## config.mk

```make
export PLATFORM = sky130hd
export DESIGN_NAME = agu_top
export DESIGN_NICKNAME = d
export VERILOG_FILES = /design/src/rtl/agu_pkg.sv /design/src/rtl/agu_pc_seq.sv /design/src/rtl/agu_data_addr.sv /design/src/rtl/agu_top.sv
export SDC_FILE = /design/constraint.sdc
export NUM_CORES = 1
export LEC_CHECK = 0
export CAP_MARGIN = 20
export CORE_ASPECT_RATIO = 0.6
export CORE_MARGIN = 2
export CORE_UTILIZATION = 50
export CTS_BUF_LIST = sky130_fd_sc_hd__clkbuf_4 sky130_fd_sc_hd__clkbuf_8
export DETAILED_ROUTE_END_ITERATION = 16
export HOLD_SLACK_MARGIN = 0.05
export PLACE_DENSITY = 0.76
export SLEW_MARGIN = 20
export SYNTH_ARGS = -nofsm -noshare
export SYNTH_HDL_FRONTEND = slang
export SYNTH_SLANG_ARGS = --single-unit
```

## constraint.sdc

```tcl
create_clock -name clk -period 2.15 [get_ports clk]
set_input_delay 0.215 -clock clk [delete_from_list [all_inputs] [get_ports clk]]
set_output_delay 0.215 -clock clk [all_outputs]
set_load 0.01 [all_outputs]
```

## src/rtl/agu_pkg.sv

```systemverilog
package agu_pkg;
  typedef enum logic [2:0] {
    OP_STEP = 3'd0,
    OP_JMP  = 3'd1,
    OP_JT   = 3'd2,
    OP_JF   = 3'd3,
    OP_CALL = 3'd4,
    OP_RET  = 3'd5,
    OP_IRET = 3'd6,
    OP_RSVD = 3'd7
  } pc_op_t;
endpackage

```

## src/rtl/agu_pc_seq.sv

```systemverilog
module agu_pc_seq
  import agu_pkg::*;
#(
  parameter int AW = 12,
  parameter logic [AW-1:0] RST_VEC = '0,
  parameter logic [AW-1:0] IRQ_VEC = 12'hFF0
) (
  input  logic          clk,
  input  logic          rst_n,
  input  logic          pc_we,
  input  logic          irq_take,
  input  pc_op_t        op,
  input  logic          flag,
  input  logic [AW-1:0] addr_field,
  output logic [AW-1:0] pc_q
);
  logic [AW-1:0] lnk_q, ilnk_q, pc_d;

  function automatic logic [AW-1:0] seq_next(input logic [AW-1:0] a);
    return a + AW'(1);
  endfunction

  // Named events for the checks below
  logic irq_event, ret_event, iret_event, cond_ok, jump_event, call_event, step_event;
  assign irq_event  = pc_we & irq_take;
  assign ret_event  = pc_we & ~irq_take & (op == OP_RET);
  assign iret_event = pc_we & ~irq_take & (op == OP_IRET);
  assign cond_ok    = ((op == OP_JT) & flag) | ((op == OP_JF) & ~flag);
  assign jump_event = pc_we & ~irq_take & ((op == OP_JMP) | (op == OP_CALL) | cond_ok);
  assign call_event = pc_we & ~irq_take & (op == OP_CALL);
  assign step_event = pc_we & ~irq_take & ~ret_event & ~iret_event & ~jump_event;

  always_comb begin
    if (irq_take)                       pc_d = IRQ_VEC;
    else if (op == OP_RET)              pc_d = lnk_q;
    else if (op == OP_IRET)             pc_d = ilnk_q;
    else if ((op == OP_JMP) || (op == OP_CALL) || cond_ok) pc_d = addr_field;
    else                                pc_d = seq_next(pc_q);
  end

  always_ff @(posedge clk) begin
    if (!rst_n) begin
      pc_q   <= RST_VEC;
      lnk_q  <= '0;
      ilnk_q <= '0;
    end else begin
      if (pc_we)      pc_q   <= pc_d;
      if (call_event) lnk_q  <= seq_next(pc_q);
      if (irq_event)  ilnk_q <= pc_q;
    end
  end


  pc_hold_chk: assert property (@(posedge clk) disable iff (!rst_n)
    !pc_we |=> $stable(pc_q));

  link_hold_chk: assert property (@(posedge clk) disable iff (!rst_n)
    !pc_we |=> ($stable(lnk_q) && $stable(ilnk_q)));

  step_chk: assert property (@(posedge clk) disable iff (!rst_n)
    step_event |=> pc_q == AW'($past(pc_q) + AW'(1)));

  jump_chk: assert property (@(posedge clk) disable iff (!rst_n)
    jump_event |=> pc_q == $past(addr_field));

  ret_chk: assert property (@(posedge clk) disable iff (!rst_n)
    ret_event |=> pc_q == $past(lnk_q));

  irq_vec_chk: assert property (@(posedge clk) disable iff (!rst_n)
    irq_event |=> (pc_q == IRQ_VEC && ilnk_q == $past(pc_q) && $stable(lnk_q)));

  iret_chk: assert property (@(posedge clk) disable iff (!rst_n)
    iret_event |=> pc_q == $past(ilnk_q));
endmodule

```

## src/rtl/agu_data_addr.sv

```systemverilog
module agu_data_addr #(
  parameter int AW = 12,
  parameter int DW = 8
) (
  input  logic          clk,
  input  logic          rst_n,
  input  logic          da_we,
  input  logic          da_sel,
  input  logic [AW-1:0] addr_field,
  input  logic [DW-1:0] reg_bus,
  input  logic [DW-1:0] base_ptr,
  output logic [AW-1:0] da_q
);
  localparam int SH = AW - DW;

  function automatic logic [AW-1:0] idx_ea(input logic [DW-1:0] b, input logic [DW-1:0] r);
    return {b, {SH{1'b0}}} + AW'(r);
  endfunction

  logic direct_event, index_event;
  assign direct_event = da_we & ~da_sel;
  assign index_event  = da_we & da_sel;

  always_ff @(posedge clk) begin
    if (!rst_n)     da_q <= '0;
    else if (da_we) da_q <= da_sel ? idx_ea(base_ptr, reg_bus) : addr_field;
  end


  da_hold_chk: assert property (@(posedge clk) disable iff (!rst_n)
    !da_we |=> $stable(da_q));

  da_direct_chk: assert property (@(posedge clk) disable iff (!rst_n)
    direct_event |=> da_q == $past(addr_field));

  da_index_low_chk: assert property (@(posedge clk) disable iff (!rst_n)
    index_event |=> da_q[SH-1:0] == $past(reg_bus[SH-1:0]));
endmodule

```

## src/rtl/agu_top.sv

```systemverilog
module agu_top
  import agu_pkg::*;
#(
  parameter int AW = 12,
  parameter int DW = 8,
  parameter logic [AW-1:0] RST_VEC = '0,
  parameter logic [AW-1:0] IRQ_VEC = 12'hFF0
) (
  input  logic          clk,
  input  logic          rst_n,
  input  logic          pc_we,
  input  logic [2:0]    pc_op,
  input  logic          irq_take,
  input  logic          flag,
  input  logic [AW-1:0] addr_field,
  input  logic [DW-1:0] reg_bus,
  input  logic [DW-1:0] base_ptr,
  input  logic          da_we,
  input  logic          da_sel,
  output logic [AW-1:0] prog_addr,
  output logic [AW-1:0] data_addr
);
  pc_op_t op_dec;
  assign op_dec = pc_op_t'(pc_op);

  agu_pc_seq #(.AW(AW), .RST_VEC(RST_VEC), .IRQ_VEC(IRQ_VEC)) u_pc (
    .clk(clk), .rst_n(rst_n), .pc_we(pc_we), .irq_take(irq_take),
    .op(op_dec), .flag(flag), .addr_field(addr_field), .pc_q(prog_addr)
  );

  agu_data_addr #(.AW(AW), .DW(DW)) u_da (
    .clk(clk), .rst_n(rst_n), .da_we(da_we), .da_sel(da_sel),
    .addr_field(addr_field), .reg_bus(reg_bus), .base_ptr(base_ptr),
    .da_q(data_addr)
  );


  reset_val_chk: assert property (@(posedge clk)
    !rst_n |=> (prog_addr == RST_VEC && data_addr == '0));
endmodule

```

; ---- Word-level counts from Yosys, hierarchy flattened
; Index checks and enable logic that the tools add are counted.
; W data, S select, Z words.
[word_totals]
regBits = 48
out_inout_bits = 24
elab_cells = 27
[classes]
n_addsub = 2
eq_ne = 6
muxes = 5
bitwise = 8
n_reduce_logical = 2
[op_table]
columns = cell, count
row1 = $mux W12, 5
row2 = $add A12 B1 Y12 const B, 1
row3 = $add A12 B8 Y12, 1
row4 = $eq A3 B3 Y1 const B, 3
row5 = $eq A3 B2 Y1 const B, 2
row6 = $and A1 B1 Y1, 5
row7 = $eq A3 B1 Y1 const B, 1
row8 = $logic_or A1 B1 Y1, 2
row9 = $not A1 Y1, 2
row10 = $or A1 B1 Y1, 1

; ---- Depth between registers and ports, before layout
[depth]
word_depth = 8
depth_mapped = 8
ltp_nobuf = 8

; ---- Cells and area by module
; A second synthesis with hierarchy kept.
[unflattened]
cells_unflattened = 347
hier_area_um2 = 2880.3
[by_module_without_submodules]
columns = module, n_inst, cells_each, area_each_um2, seq_area_each_um2
row1 = agu_pc_seq, 1, 255, 2079.5, 720.7
row2 = agu_data_addr, 1, 92, 800.8, 240.2

; ---- Worst setup path before layout
; OpenSTA, ideal clock, no wires.
[synth_timing]
kind = register -> register
start = reg u_pc.pc_q[0]
end = reg u_pc.pc_q[6]
arrival_ns = 1.575
setup_slack_ns = 0.459
stages_incl_launch_ff = 7
cell_sequence = dfxtp_1 ha_1 and4_1 a21boi_0 nor4b_1 o41ai_2 o211a_1
[synth_via]
elab_chain_cells = 5
[synth_rtl]
columns = item, line
row1 = "start, declared", agu_pc_seq.sv:15  ; output logic [AW-1:0] pc_q
row2 = "start signal, assigned", agu_pc_seq.sv:47  ; if (pc_we) pc_q <= pc_d;
row3 = $add A12 B1 Y12, agu_pc_seq.sv:20  ; return a + AW'(1);
row4 = $mux W12, agu_pc_seq.sv:37  ; else if ((op == OP_JMP) || (op == OP_CALL) || cond_ok) pc_d = addr_field;
row5 = $mux W12, agu_pc_seq.sv:36  ; else if (op == OP_IRET) pc_d = ilnk_q;
row6 = $mux W12, agu_pc_seq.sv:35  ; else if (op == OP_RET) pc_d = lnk_q;
row7 = $mux W12, agu_pc_seq.sv:34  ; if (irq_take) pc_d = IRQ_VEC;
; Every way passes these cells.
; A chain may end at the register's enable or synchronous reset.

; ---- Worst setup path in the final report
[layout_timing]
start = in reg_bus[4]
end = reg u_da.da_q[10]
[layout_via]
elab_chain_cells = 2
[layout_rtl]
columns = item, line
row1 = "start, declared", agu_top.sv:16  ; input logic [DW-1:0] reg_bus,
row2 = $add A12 B8 Y12, agu_data_addr.sv:17  ; return {b, {SH{1'b0}}} + AW'(r);
row3 = $mux W12, agu_data_addr.sv:26  ; else if (da_we) da_q <= da_sel ? idx_ea(base_ptr, reg_bus) : addr_field;
row4 = "end signal, assigned", agu_data_addr.sv:26
row5 = "end, declared", agu_data_addr.sv:12  ; output logic [AW-1:0] da_q
; Every way passes these cells.

==> metrics.md <==
| Metric | Value |
|---|---|
| Final #Nets | `439` |
| Number of DRC markers in iteration 0 | `202` |
| Setup_tns | `0 ps` |
| Synth Area in XOR/XNOR | `4.10%` |
| CTS clk-pin slew, worst paths | `80 ps` |
| Critical path cell sequence | `clkdlybuf4s50_1 > ha_1 > inv_1 > fa_1 > nor2b_1 > o21a_1 > o211ai_1 > xor2_1 > o211ai_1` |
| Synth area leader | `dfxtp_1` |
| Post-CTS Setup Bufs | `0` |
| Cell Area, Placed | `3530 µm²` |
| Number of global-route vias before repair | `2513` |
| NetSw | `582 µW` |
| Worst hold endpoint | `u_pc.ilnk_q[6]$_SDFFE_PN0P_` |
| Final worst-path cycle share | `84.7%` |
| Post-Synthesis Cells | `331` |
| Synth Flop Type | `dfxtp_1` |
| Hold depth | `2` |
| Remaining Overflow, GRT | `0` |
| Synth cell count leaders | `nand2_1, dfxtp_1, o21ai_0` |
| Setup violators final | `0` |
| Tightest Pin Transition | `549 ps` |
| Vias | `2703` |
| Post-Synth Adder-Cell Area | `2.97%` |
| Asr flop ratio synth | `0%` |
| Fillcell total | `446` |
| Worst R2R Start | `u_pc.pc_q[0]$_SDFFE_PN0P_` |
| CTS Sinks | `48` |
| Later-pin clock latency in the skew report | `310 ps` |
| Clock power frac | `27.6%` |
| Drt drc | `0` |
| Antenna violations before repair | `0` |
| CP max FO | `3` |
| WP buf/inv | `2` |
| WS Path Type | `input port to register` |
| Peak supply drop | `318 µV` |
| Yosys warns | `0` |
| Routed vias/inst | `5.86` |
| Synthesis-to-finish area growth | `30.3%` |
| Simple-gate share of the synthesized area | `22.7%` |
| CTS tree | `built` |
| Worst-path cell with the longest stage delay | `clkdlybuf4s50_1` |
| Slew Limit Fails | `0` |
| Clock tree buffer depth | `2` |
| Reg2reg path depth | `6` |
| Clk root buf | `clkbuf_8` |
| HP Class | `register to register` |
| WHS | `474 ps` |
| Synth area leaders | `dfxtp_1, nand2_1, mux2i_1, o211a_1, a21boi_0` |
| Gates resized, CTS repair | `0` |
| Max-cap violation count | `0` |
| Worst clock skew | `13.1 ps` |
| Count leader, synth | `nand2_1` |
| CP most frequent cell | `o211ai_1` |
| Unique masters post-synth | `47` |
| Arr. time, crit path | `2050 ps` |
| H-tree depth | `2` |
| Post-CTS Hold Fix Bufs | `0` |
| Global-route wire length before repair | `12400 µm` |
| Total GRT Usage | `26.2%` |
| Internal power | `1450 µW` |
| HP Start | `u_pc.ilnk_q[6]$_SDFFE_PN0P_` |
| Die Y | `61.8 µm` |
| Synthesized area | `2780 µm²` |
| Max incr delay on CP | `460 ps` |
| Max_slew headroom | `63.4%` |
| Largest net degree at the start of global routing | `36` |
| Min Tclk post-route | `1820 ps` |
| Die Wd | `100 µm` |
| Critical R2R Capture | `u_pc.pc_q[6]$_SDFFE_PN0P_` |
| F_max | `0.549 GHz` |
| Final hold violations | `0` |
| ANT cells | `0` |
| ANT nets after route | `0` |
| Number of flops mapped to enable cells by yosys | `0` |
| Status | `completed` |
| Inst Count DP | `454` |
| DIE AREA | `6190 µm²` |
| PortBufs | `61` |
| Half-perimeter wire length after placement | `5760 µm` |
| Sw Ratio | `28.6%` |
| Largest family of logic cells by synthesized area | `compound AO/OA/AOI/OAI gates` |
| Multi-input logic area | `1700 µm²` |
| Core area | `5200 µm²` |
| Synthesized Nets | `375` |
| Post-Route WL | `7810 µm` |
| Gate power share | `24.3%` |
| Cell Pwr Density | `560 nW/µm²` |
| Final core occ | `69.6%` |
| FF-to-FF setup slack | `440 ps` |
| Routability cong. | `0.890` |
| Drt pass-1 iters | `5` |
| Setup crit end kind | `register` |
| Starting density of the core | `53.4%` |
| Syn_area_per_cell | `8.40 µm²` |
| Fin cells | `461` |
| Share of post-route cells with drive strength above 1 | `7.34%` |
| Register area | `961 µm²` |
| Mux cell area share after synthesis | `5.76%` |
| Leak Pwr | `0.00144 µW` |
| RSZ-0062 raised after global routing | `false` |
| Synth top area share | `34.6%` |
| Reg power frac | `48.0%` |
| #FFs+latches synth | `48` |
| CP required | `2370 ps` |
| WL/cell | `16.9 µm` |
| CTS Buf Count | `5` |
| CP top delay family | `adder cells` |
| Final Cell Area | `3620 µm²` |
| Num ports | `62` |
| Compound-cell area share of the yosys netlist | `25.5%` |
| Sequential share of the synthesized area | `34.6%` |
| Setup crit start kind | `input port` |
| Row count | `20` |
layout by cell type (no fill, tap or decap), types with 2 or more instances in the layout:
cell type        count
nor2_1              14
a21o_1               5
o221ai_1             5
nor3_1               2
nand4_1              2
mux2i_1             16
o22ai_1              3
o211ai_1             8
a211oi_1             5
a31oi_1              4
buf_4               18
xor2_1               5
nand2_1             53
clkdlybuf4s50_1     61
a22o_1               2
o211a_1             11
dfxtp_1             48
a21boi_0            14
nand4b_1             2
nand3b_1             8
clkbuf_8             6
nand2b_1             6
a21oi_1             12
xnor2_1              8
ha_1                 5
and4_1               3
inv_1                7
o2111ai_1            2
o21ai_0             18
nor2b_1             15
and3b_1              3
nand3_1              8
logic make-up after synthesis:
family | count (synthesis)
and+or+nand+nor | 122
AOI/OAI and AO/OA | 96
DFF | 48
buffers and inverters | 30
muxes | 16
xor gates and xnor gates | 13
adders and majority gates | 6
cell type report:
| cell class | count | area share [%] |
|---|---|---|
| Clock buffer | 6 | 2.28 |
| Multi-Input combinational cell | 253 | 46.8 |
| Clock inverter | 1 | 0.242 |
| Timing Repair Buffer | 80 | 21.1 |
| Tap cell | 66 | 2.28 |
| Inverter | 7 | 0.725 |
| Sequential cell | 48 | 26.5 |
stage by stage:
step / worst slack (ps) / total power (µW)
after floorplan: 459 / 1250
after global routing: 193 / 2130
after global placement: 81.5 / 1470
after detailed placement: 34.7 / 1480
after CTS: 330 / 2040
final: 329 / 2030
registers in the layout (all words and copies together), names as in the netlist:
register and count:
u_da.da_q 12, u_pc.ilnk_q 12, u_pc.lnk_q 12, u_pc.pc_q 12
tightest hold or removal path, delay by kind of cell (launching register included):
| kind | cells | cell delay (ps) |
|---|---|---|
| AO/OA/AOI/OAI | 1 | 60 |
| flip-flops | 1 | 320 |
| AND/OR/NAND/NOR | 1 | 50 |
power by group through the flow:
stage	clock [µW]	sequential (µW)	combinational, µW
after floorplan	0	1000	245
after global placement	0	994	480
after detailed placement	0	995	489
after CTS	572	974	493
after global routing	614	981	537
final	561	975	494
worst max-delay path by stage:
stage	from	endpoint	cells after the start
final	reg_bus[4]	u_da.da_q[10]$_SDFFE_PN0P_	9
after global routing	reg_bus[4]	u_da.da_q[10]$_SDFFE_PN0P_	9
after CTS	reg_bus[4]	u_da.da_q[10]$_SDFFE_PN0P_	9
after detailed placement	reg_bus[4]	u_da.da_q[10]$_SDFFE_PN0P_	9
after global placement	reg_bus[4]	u_da.da_q[10]$_SDFFE_PN0P_	9
after floorplan	u_pc.pc_q[0]$_SDFFE_PN0P_	u_pc.pc_q[6]$_SDFFE_PN0P_	6
routing by layer:
metal	track usage, %	share of wire (%)
met1	37.3	47
met4	5.28	0.87
met2	40.3	44
met3	7.38	8.6
met5	0	0
(Power assumes the default switching activity.)
